<file path="config.mk">
export PLATFORM = sky130hd
export DESIGN_NAME = shadow_regbank
export DESIGN_NICKNAME = d
export VERILOG_FILES = /design/src/rtl/srb_pkg.sv /design/src/rtl/srb_ctrl_fsm.sv /design/src/rtl/srb_window.sv /design/src/rtl/shadow_regbank.sv
export SDC_FILE = /design/constraint.sdc
export NUM_CORES = 1
export LEC_CHECK = 0
export CORE_UTILIZATION = 54
export CTS_CLUSTER_SIZE = 40
export DETAILED_ROUTE_END_ITERATION = 10
export PLACE_DENSITY = 0.76
export SLEW_MARGIN = 5
export SYNTH_ARGS = -nofsm -noshare
export SYNTH_HDL_FRONTEND = slang
export SYNTH_SLANG_ARGS = --single-unit
</file>
<file path="constraint.sdc">
create_clock -name clk -period 3.6 [get_ports clk]
set_input_delay 1.08 -clock clk [delete_from_list [all_inputs] [get_ports clk]]
set_output_delay 1.08 -clock clk [all_outputs]
set_load 0.01 [all_outputs]
</file>
<file path="src/rtl/srb_pkg.sv">
package srb_pkg;
    typedef enum logic [1:0] {
        ST_IDLE  = 2'd0,
        ST_HELD  = 2'd1,
        ST_ARMED = 2'd2
    } srb_state_e;

    // Control register bit positions (address 0)
    localparam int CTL_PROT_BIT = 0;
    localparam int CTL_REQ_BIT  = 1;
endpackage

</file>
<file path="src/rtl/srb_ctrl_fsm.sv">
module srb_ctrl_fsm
    import srb_pkg::*;
(
    input  logic       clk,
    input  logic       rst_n,
    input  logic       ctl_wr,
    input  logic [1:0] ctl_data,
    input  logic [1:0] ctl_mask,
    input  logic       frame_tick,
    output srb_state_e state_q,
    output logic       prot_q,
    output logic       pending,
    output logic       commit
);
    srb_state_e state_d;
    logic       nxt_prot;
    logic       req_set;

    // guard value after this cycle's write, and request strobe
    always_comb begin
        nxt_prot = prot_q;
        if (ctl_wr && ctl_mask[CTL_PROT_BIT])
            nxt_prot = ctl_data[CTL_PROT_BIT];
        req_set = ctl_wr && ctl_mask[CTL_REQ_BIT] && ctl_data[CTL_REQ_BIT];
    end

    // next-state logic
    always_comb begin
        state_d = state_q;
        unique case (state_q)
            ST_IDLE:  if (req_set) state_d = nxt_prot ? ST_HELD : ST_ARMED;
            ST_HELD:  if (!nxt_prot) state_d = ST_ARMED;
            ST_ARMED: begin
                if (nxt_prot)        state_d = ST_HELD;
                else if (frame_tick) state_d = ST_IDLE;
            end
            default:  state_d = ST_IDLE;
        endcase
    end

    // state register
    always_ff @(posedge clk or negedge rst_n) begin
        if (!rst_n) begin
            state_q <= ST_IDLE;
            prot_q  <= 1'b0;
        end else begin
            state_q <= state_d;
            prot_q  <= nxt_prot;
        end
    end

    // outputs
    always_comb begin
        pending = (state_q != ST_IDLE);
        commit  = (state_q == ST_ARMED) && frame_tick && !nxt_prot;
    end
endmodule

</file>
<file path="src/rtl/srb_window.sv">
module srb_window #(
    parameter int REGS = 2,
    parameter int DW   = 32,
    parameter int AW   = 4,
    parameter int BASE = 1
) (
    input  logic               clk,
    input  logic               rst_n,
    input  logic               wr_en,
    input  logic [AW-1:0]      wr_addr,
    input  logic [DW-1:0]      wr_data,
    input  logic [DW-1:0]      wr_mask,
    input  logic               commit,
    input  logic [AW-1:0]      rd_addr,
    output logic [DW-1:0]      rd_data,
    output logic [REGS*DW-1:0] act_flat,
    output logic               win_on
);
    logic [REGS-1:0][DW-1:0] shadow_q;
    logic [REGS-1:0][DW-1:0] active_q;

    always_ff @(posedge clk or negedge rst_n) begin
        if (!rst_n) begin
            shadow_q <= '0;
            active_q <= '0;
        end else begin
            for (int r = 0; r < REGS; r++) begin
                if (commit)
                    active_q[r] <= shadow_q[r];
                if (wr_en && (wr_addr == AW'(BASE + r)))
                    shadow_q[r] <= (shadow_q[r] & ~wr_mask) | (wr_data & wr_mask);
            end
        end
    end

    always_comb begin
        rd_data = '0;
        for (int r = 0; r < REGS; r++)
            if (rd_addr == AW'(BASE + r))
                rd_data = rd_data | shadow_q[r];
    end

    genvar g;
    for (g = 0; g < REGS; g++) begin : g_flat
        assign act_flat[g*DW +: DW] = active_q[g];
    end

    assign win_on = active_q[0][0];
endmodule

</file>
<file path="src/rtl/shadow_regbank.sv">
module shadow_regbank
    import srb_pkg::*;
#(
    parameter int NUM_WIN      = 5,
    parameter int REGS_PER_WIN = 2,
    parameter int DATA_W       = 32,
    localparam int NUM_REGS    = NUM_WIN * REGS_PER_WIN,
    localparam int ADDR_W      = $clog2(NUM_REGS + 1)
) (
    input  logic                       clk,
    input  logic                       rst_n,
    input  logic                       wr_en,
    input  logic [ADDR_W-1:0]          wr_addr,
    input  logic [DATA_W-1:0]          wr_data,
    input  logic [DATA_W-1:0]          wr_mask,
    input  logic [ADDR_W-1:0]          rd_addr,
    output logic [DATA_W-1:0]          rd_data,
    input  logic                       frame_tick,
    output logic [NUM_WIN-1:0]         win_enable,
    output logic [NUM_REGS*DATA_W-1:0] win_active
);
    localparam int WIN_BITS = REGS_PER_WIN * DATA_W;

    srb_state_e ctl_state;
    logic       ctl_prot;
    logic       ctl_pend;
    logic       commit;
    logic       ctl_wr;
    logic [NUM_WIN-1:0][DATA_W-1:0] win_rd;

    assign ctl_wr = wr_en && (wr_addr == '0);

    srb_ctrl_fsm u_fsm (
        .clk        (clk),
        .rst_n      (rst_n),
        .ctl_wr     (ctl_wr),
        .ctl_data   (wr_data[1:0]),
        .ctl_mask   (wr_mask[1:0]),
        .frame_tick (frame_tick),
        .state_q    (ctl_state),
        .prot_q     (ctl_prot),
        .pending    (ctl_pend),
        .commit     (commit)
    );

    genvar w;
    for (w = 0; w < NUM_WIN; w++) begin : g_win
        srb_window #(
            .REGS (REGS_PER_WIN),
            .DW   (DATA_W),
            .AW   (ADDR_W),
            .BASE (1 + w * REGS_PER_WIN)
        ) u_win (
            .clk      (clk),
            .rst_n    (rst_n),
            .wr_en    (wr_en),
            .wr_addr  (wr_addr),
            .wr_data  (wr_data),
            .wr_mask  (wr_mask),
            .commit   (commit),
            .rd_addr  (rd_addr),
            .rd_data  (win_rd[w]),
            .act_flat (win_active[w*WIN_BITS +: WIN_BITS]),
            .win_on   (win_enable[w])
        );
    end

    always_comb begin
        rd_data = '0;
        if (rd_addr == '0) begin
            rd_data[CTL_PROT_BIT] = ctl_prot;
            rd_data[CTL_REQ_BIT]  = ctl_pend;
        end else begin
            for (int i = 0; i < NUM_WIN; i++)
                rd_data = rd_data | win_rd[i];
        end
    end
endmodule

</file>
==> results of run 1 <==
[power groups by stage]
stage	clock network, mW	logic, mW	registers [mW]
4_1_cts	7.21	3.74	9.55
3_5_place_dp	0	3.71	9.65
3_3_place_gp	0	3.61	9.60
6_report	7.15	3.77	9.58
5_1_grt	7.50	4.00	9.71
2_1_floorplan	0	1.44	9.46
[metal layers]
metal  global-route usage [%]  vias to the layer above  wire, um
met2                     53.3                     1074     42000
met1                     44.7                    10400     34700
met3                     8.53                      286      8390
li1                         -                     8444         -
met5                        0                        -        36
met4                     17.2                        6      4640
[what timing repair did]
item                                    CTS  global route
endpoints found under the hold margin     0             0
endpoints found under the setup margin   32            28
hold buffers                              0             0
gates cloned                              0             3
resized for setup                       185            44
setup buffers                            22            20
pin swaps                                32            31
[cells in the final DEF (no fill, tap or decap), types with 7 or more instances in the layout]
cell type	Yosys	routed
a222oi_1	20	20
a22o_1	36	36
a22oi_1	59	51
a22oi_2	0	8
buf_12	0	47
buf_2	29	29
buf_4	11	122
buf_6	32	26
clkbuf_1	41	11
clkbuf_16	0	74
clkbuf_8	0	15
clkdlybuf4s50_1	0	395
clkinv_2	0	7
dfrtp_1	643	643
mux2_1	386	386
mux2_2	255	255
mux2i_1	22	21
nand2_1	333	333
nand4_1	14	14
nor2_1	19	9
nor2_4	0	8
nor2b_1	14	7
o22ai_1	8	8
or3_1	8	7
[through the flow]
| step | cells | utilization, % | cell area, sq um | hold WS (ns) |
|---|---|---|---|---|
| floorplan | 2089 | - | 27800 | 0.467 |
| global placement | 3167 | 66.9 | 33700 | 0.473 |
| detailed placement | 3167 | 66.9 | 33700 | 0.481 |
| CTS | 3301 | 72.0 | 36300 | 0.456 |
| global route | 3326 | 72.7 | 36700 | 0.466 |
| finish | 3327 | 72.7 | 36700 | 0.441 |
[cell type report]
type | count | area (sq um)
inverters | 6 | 22.5
well taps | 672 | 841
flip-flops and latches | 643 | 16100
clock inverters | 16 | 239
clock buffers | 97 | 2020
multi-input cells | 1260 | 11100
fillers | 3360 | 13800
diodes | 6 | 15.0
repair buffers | 627 | 6400
[path summary, 6_finish.rpt]
check | from | end | slack, ns | cells past startpoint
worst max-delay path | rd_addr[1] | rd_data[23] | -0.06 | 8
worst min-delay path | rst_n | asynchronous set/reset pin | 0.44 | 1
worst max register to register | u_fsm.state_q[0] | g_win[0].u_win.act_flat[8] | 1.64 | 6
worst min register to register | g_win[3].u_win.act_flat[5] | g_win[3].u_win.act_flat[5] | 0.49 | 1
max in group asynchronous | rst_n | g_win[3].u_win.act_flat[22] | 2.14 | 2
min in group clk | g_win[3].u_win.act_flat[5] | g_win[3].u_win.act_flat[5] | 0.49 | 1
[kinds of logic (layout without fill, tap and decap cells)]
family	count (synthesis)	in the layout	share of synthesized area, %
AO/OA/AOI/OAI	177	177	5.13
AND/OR/NAND/NOR	419	419	6.40
other	0	6	0
multiplexers	664	664	26.9
flip-flops	643	643	57.9
buffers and inverters	186	746	3.70
==> qor.csv, run 1 <==
metric;value;unit
status;complete, but fails checks;
failing checks;negative setup slack;
Seq cells post-synth;643;
Slew @ Worst Pin;0.685;ns
Setup violations, final;8;
Top delay family on crit path;compound AO/OA/AOI/OAI gates;
sw frac;27.0;%
Worst EP required;2.52;ns
post-DP HPWL;61.1;mm
routed wire length;89.8;mm
drt first-iter violations;1947;
Cell variety after synth;52;
Commonest cells post-synth;dfrtp_1 (643), mux2_1 (386), nand2_1 (333);
Final WS setup;-0.0582;ns
CTS tree;built;
final total power;20.5;mW
clock tree buffer depth;3;
Worst-Skew Late Latency;0.61;ns
GRT overflow;0;
Ys Warns;0;
global-route usage over all layers;34.2;%
Peak Freq;273;MHz
CP cell instances;buf_12 -> buf_8 -> nor2b_4 -> buf_12 -> a22o_1 -> a222oi_1 -> o2111ai_2 -> buf_2;
Post-synth ARST share;100;%
Final Hold Viols;0;
Synth area leader;dfrtp_1;
final max-slew violation count;0;
vias per cell;6.08;
Mapped Cells;2089;
# Max-Cap Violations;0;
post-synth top area share;57.9;%
crit path DAT;2.58;ns
post-route antenna net violation count;0;
synth-to-layout area growth;32.1;%
die width;229;um
total CTS buffers;66;
largest net degree at the start of global routing;93;
die area;52400;sq um
Power Dens Cells;559;nW/um^2
initial antenna violation count;11;
top-count cell post-synth;dfrtp_1;
leakage power;17.1;nW
slowest CP cell;a222oi_1;
Buf/Inv on CP;4;
post-synthesis average cell area;13.3;sq um
Clock Pin Slew Worst Setup and Hold Paths;0.06;ns
DRC viols;0;
fin crit period;3.66;ns
vias in the first global route;20900;
dominant synthesized flop cell;dfrtp_1;
first-pass GRT wire length;133;mm
IO Count;433;
Psw;5.53;mW
nets@finish;2680;
worst-path maximum fanout;13;
DR vias;20200;
Worst VDD drop;0.000435;V
register area share after synthesis;57.9;%
internal power;15.0;mW
Synth area leaders;dfrtp_1 (58%), mux2_1 (16%), mux2_2 (10%);
post-synth net total;2165;
Comb pwr share;18.4;%
routed len/inst;27.0;um
worst min path class;input port to asynchronous set/reset pin;
clock skew;0.0216;ns
Worst path most repeated cell;buf_12;
num rows;82;
EDFF count, synth;0;
RSZ-0062 raised after global routing;yes;
TritonRoute pass-1 iters;8;
Tcrit/Tclk final;102;%
Rel. slew slack;54.3;%
Crit path largest cell delay;0.31;ns
register share of total power;46.7;%
Final TNS setup;-0.234;ns
Clock Sink Count;643;
startpoint types;input port;
Clock Power Share;34.9;%
Mapped Area;27800;sq um
dpl ws;-0.602;ns
Initial Util;55.0;%
Die Height;229;um
H-Tree Depth;3;
core area;50500;sq um
CTS root buf;clkbuf_16;
Worst setup EP type;output pin;
Placer Congestion;0.928;
layout cells sized above 1;24.8;%
critical path class;input port to output pin;
number of port buffers;432;
Note: power is estimated with default switching activity, not from simulation.
==> run 2, diff against run 1 <==
- CELL_PAD_IN_SITES_DETAIL_PLACEMENT: unset -> 1
- CELL_PAD_IN_SITES_GLOBAL_PLACEMENT: unset -> 1
- CORE_UTILIZATION: 54 -> 44
==> run 2 against run 1 <==
The flow still finishes with violations (negative setup slack). Total power grew 2.6%. Maximum frequency is 0.79% lower. Largest power group unchanged. Sequential power up 0.7%. Critical endpoint is now rd_data[16]. Core utilization is 13 points lower. Clock skew grew 0.00074 ns.
==> qor.csv, run 2 (same netlist as run 1, synthesis figures left out) <==
metric;value;unit
register share of total power;45.8;%
die area;64200;sq um
routed len/inst;28.9;um
flop2flop setup slack;1.48;ns
Slew @ Worst Pin;0.774;ns
worst min path class;input port to asynchronous set/reset pin;
total CTS buffers;71;
clock skew;0.0223;ns
routed wire length;102;mm
largest net degree at the start of global routing;79;
initial antenna violation count;7;
critical path class;input port to output pin;
num rows;91;
most common cell after layout, fill and taps aside;dfrtp_1;
Comb pwr share;18.5;%
sw frac;28.2;%
met3 GRT Util;5.64;%
DRC viols;0;
Power Dens Cells;564;nW/um^2
core area;62100;sq um
synth-to-layout area growth;34.3;%
Top Usage Layer GRT;met2;
Final WS setup;-0.0875;ns
drt first-iter violations;1493;
DR vias;20300;
startpoint types;input port;
post-DP HPWL;69.5;mm
Clock Sink Count;643;
Worst EP required;2.52;ns
Rel. slew slack;48.4;%
die width;253;um
hold_buf cts;0;
clock tree buffer depth;3;
fin crit period;3.69;ns
Worst-Skew Late Latency;0.62;ns
fin util;60.1;%
final std cells w/o fill;3528;
IO Count;433;
Worst VDD drop;0.000411;V
nets@finish;2706;
Psw;5.94;mW
Peak Freq;271;MHz
FF+latch area;16100;sq um
number of port buffers;432;
Placer Congestion;0.902;
most frequent cells in the layout;dfrtp_1 (643), clkdlybuf4s50_1 (395), mux2_1 (386), nand2_1 (332), mux2_2 (255);
Initial Util;44.8;%
leakage power;17.3;nW
TritonRoute pass-1 iters;7;
crit path DAT;2.61;ns
CTS root buf;clkbuf_16;
RSZ-0062 raised after global routing;yes;
CTS tree;built;
RR Startpoint;u_fsm.state_q[0];
Die Height;253;um
dpl ws;-0.687;ns
fill cell count;5937;
Clock Pin Slew Worst Setup and Hold Paths;0.06;ns
vias per cell;5.76;
grt met2 use;52.0;%
Worst setup EP type;output pin;
r2r worst-path depth;6;
final max-slew violation count;0;
endpoint of the worst-slack reg-to-reg timing path;g_win[0].u_win.act_flat[12];
vias in the first global route;22200;
Tcrit/Tclk final;102;%
first-pass GRT wire length;150;mm
internal power;15.1;mW
status;complete, but fails checks;
Final Hold Viols;0;
final total power;21.0;mW
Setup violations, final;11;
global-route usage over all layers;31.9;%
post-route antenna net violation count;0;
GRT overflow;0;
Post-DP Area;34000;sq um
failing checks;negative setup slack;
layout cells sized above 1;26.3;%
Final TNS setup;-0.432;ns
Hold WS;0.434;ns
worst-path maximum fanout;6;
GR Util met1;41.3;%
H-Tree Depth;3;
Design Area, Final;37300;sq um
# Max-Cap Violations;0;
Clock Power Share;35.6;%
Post-Place Cells;3348;
multi-input logic area;11100;sq um
run 2: worst max-delay path: stages:
cell and delay (ns):
buf_16 0.13, buf_8 0.13, and4b_2 0.25, buf_6 0.15, buf_12 0.13, a222oi_1 0.36, nand4_1 0.19, buf_2 0.18
run 2: repair_timing:
item,in CTS,in global routing
pin swaps,41,42
resized for setup,200,62
setup endpoints to repair,32,30
cloned,2,3
setup buffers,28,20
run 2: layer usage:
layer / wire, um / part of all wire [%] / vias up
li1: - / - / 8484
met1: 40900 / 40 / 10700
met2: 49700 / 49 / 842
met3: 6600 / 6.5 / 242
met4: 4800 / 4.7 / 2
met5: 13 / 0.013 / -
run 2: layout make-up:
cell class                 instances  share of cell area [%]
antenna                            6                  0.0402
tap                              837                    2.81
clock inverter                    26                   0.701
timing repair buffer             648                    17.7
multi-input combinational       1260                    29.8
sequential                       643                    43.1
inverter                           6                  0.0704
clock buffer                     102                    5.70
run 2: worst max-delay path by stage:
stage	slack (ns)	start	to
floorplan	0.19	rd_addr[2]	rd_data[15]
global placement	-0.71	rd_addr[1]	rd_data[0]
detailed placement	-0.69	rd_addr[1]	rd_data[0]
CTS	-0.13	rd_addr[1]	rd_data[16]
global route	-0.13	rd_addr[1]	rd_data[16]
finish	-0.09	rd_addr[1]	rd_data[16]
run 2: power groups by stage:
stage               Clock, mW  Sequential, mW  Combinational (mW)
floorplan                   0            9.46                1.44
global placement            0            9.64                3.65
detailed placement          0            9.71                3.79
CTS                      7.63            9.62                3.85
global route             7.89            9.77                4.14
finish                   7.50            9.65                3.90
==> run 3, diff against run 2 <==
- CORE_UTILIZATION: 44 -> 52
- DONT_BUFFER_PORTS: unset -> 1
- SLEW_MARGIN: 5 -> 0
==> run 3 against run 2 <==
The flow finishes with violations (max-slew violations). Worst setup slack improved by 0.14 ns. Routed wire length shrank 11%. Register-to-register slack got worse by 0.04 ns. Total power fell by 9.2%. Maximum frequency grew 3.9%. Combinational power down 56%. Global-route usage increased by 2.1 points. Clock-buffer cell count fell by 8. Cell count shrank 21%. Clock skew down 0.0037 ns. Critical path depth down 3. Largest cell class unchanged.
==> qor.csv, run 3 (same netlist as run 1, synthesis figures left out) <==
metric;value;unit
vias per cell;6.38;
most common cell after layout, fill and taps aside;dfrtp_1;
endpoint of the worst-slack reg-to-reg timing path;g_win[0].u_win.act_flat[39];
met3 wire len;7.64;mm
post-route antenna net violation count;0;
Tcrit/Tclk final;98.6;%
Final Hold Viols;0;
leakage power;14.7;nW
ant diodes;0;
routed len/inst;32.6;um
die area;54400;sq um
Post-Place Cells;2676;
worst-path maximum fanout;34;
number of port buffers;0;
hold_buf cts;0;
die width;233;um
Worst path most repeated cell;buf_4;
RSZ-0062 raised after global routing;no;
first-pass GRT wire length;134;mm
num rows;84;
core area;52700;sq um
worst min path class;input port to asynchronous set/reset pin;
Worst-Skew Late Latency;0.60;ns
critical path class;input port to output pin;
Worst VDD drop;0.000405;V
Worst Setup EP;rd_data[19];
Setup violations, final;0;
post-DP HPWL;59.9;mm
length of routed wiring on met1;36.1;mm
synth-to-layout area growth;11.5;%
CP cell instances;and4b_2 -> buf_4 -> a22oi_1 -> o2111ai_1 -> buf_4;
total CTS buffers;67;
clock tree buffer depth;3;
final std cells w/o fill;2795;
Hold WS;0.190;ns
flop2flop setup slack;1.44;ns
H-Tree Depth;3;
fill cell count;5012;
crit path DAT;2.47;ns
Worst EP required;2.52;ns
Die Height;233;um
number of gates resized after cts;0;
Initial Util;52.8;%
Clock Sink Count;643;
most frequent cells in the layout;dfrtp_1 (643), mux2_1 (386), nand2_1 (333), mux2_2 (255), clkbuf_16 (68);
vias in the first global route;19700;
Rel. slew slack;-147;%
CTS tree;built;
slowest CP cell;and4b_2;
Clock Pin Slew Worst Setup and Hold Paths;0.06;ns
RR Startpoint;u_fsm.state_q[0];
Peak Freq;282;MHz
DRC viols;0;
status;complete, but fails checks;
CTS root buf;clkbuf_16;
Crit path largest cell delay;0.50;ns
TritonRoute pass-1 iters;9;
nets@finish;2133;
routed wire length;91.1;mm
largest net degree at the start of global routing;644;
highest routed layer;met4;
Final TNS setup;0;ns
Worst setup EP type;output pin;
Placer Congestion;0.850;
initial antenna violation count;0;
GRT overflow;0;
r2r worst-path depth;6;
global-route usage over all layers;34.0;%
worst setup path startpoint;rd_addr[3];
failing checks;max-slew violations;
final max-slew violation count;445;
Slew @ Worst Pin;3.70;ns
startpoint types;input port;
IO Count;433;
# Max-Cap Violations;0;
layout cells sized above 1;22.5;%
DR vias;17800;
Post-CTS Setup Inserts;0;
clock skew;0.0186;ns
Power Dens Cells;617;nW/um^2
met2 WL;43.4;mm
fin crit period;3.55;ns
drt first-iter violations;1468;
-- run 3: layer usage --
metal	up-vias	global-route usage (%)
met5	-	0
met2	696	54.0
met3	233	9.79
li1	7331	-
met1	9559	42.7
met4	0	16.0
-- run 3: how the worst min path moves through the flow --
stage	startpoint	endpoint	slack, ns
2_1_floorplan	register	g_win[4].u_win.act_flat[63]	0.47
3_3_place_gp	register	g_win[1].u_win.act_flat[53]	0.49
3_5_place_dp	register	g_win[3].u_win.act_flat[48]	0.50
4_1_cts	rst_n	g_win[3].u_win.act_flat[5]	0.17
5_1_grt	rst_n	g_win[3].u_win.act_flat[5]	0.17
6_report	rst_n	g_win[3].u_win.act_flat[5]	0.19
-- run 3: layout make-up --
class                      count  area (sq um)  area share [%]
clock buffer                  94          1970            6.36
clock inverter                25           364            1.18
inverter                       6          22.5          0.0727
multi-input combinational   1260         10800            34.9
sequential                   643         16100            51.9
tap                          688           861            2.78
timing repair buffer          79           856            2.76
-- run 3: stage by stage --
stage / instance area [sq um] / total power [mW] / setup slack, ns / util [%]
after global placement: 28600 / 11.6 / 0.0837 / 54.4
after CTS: 31000 / 19.2 / 0.0637 / 58.8
after detailed placement: 28600 / 11.8 / 0.0683 / 54.4
after floorplan: 27800 / 10.9 / 0.194 / -
after global routing: 31000 / 19.8 / 0.0565 / 58.8
final: 31000 / 19.1 / 0.0497 / 58.8
-- run 3: worst max-delay path, delay by kind of cell --
kind | cells | cell delay [ns]
AO/OA/AOI/OAI | 2 | 0.30
buffers and inverters | 2 | 0.57
AND/OR/NAND/NOR | 1 | 0.50
-- run 3: power by group --
group	internal (mW)	switching, mW
sequential	8.49	1.51
clock	4.41	2.97
combinational	1.01	0.725
total	13.9	5.20
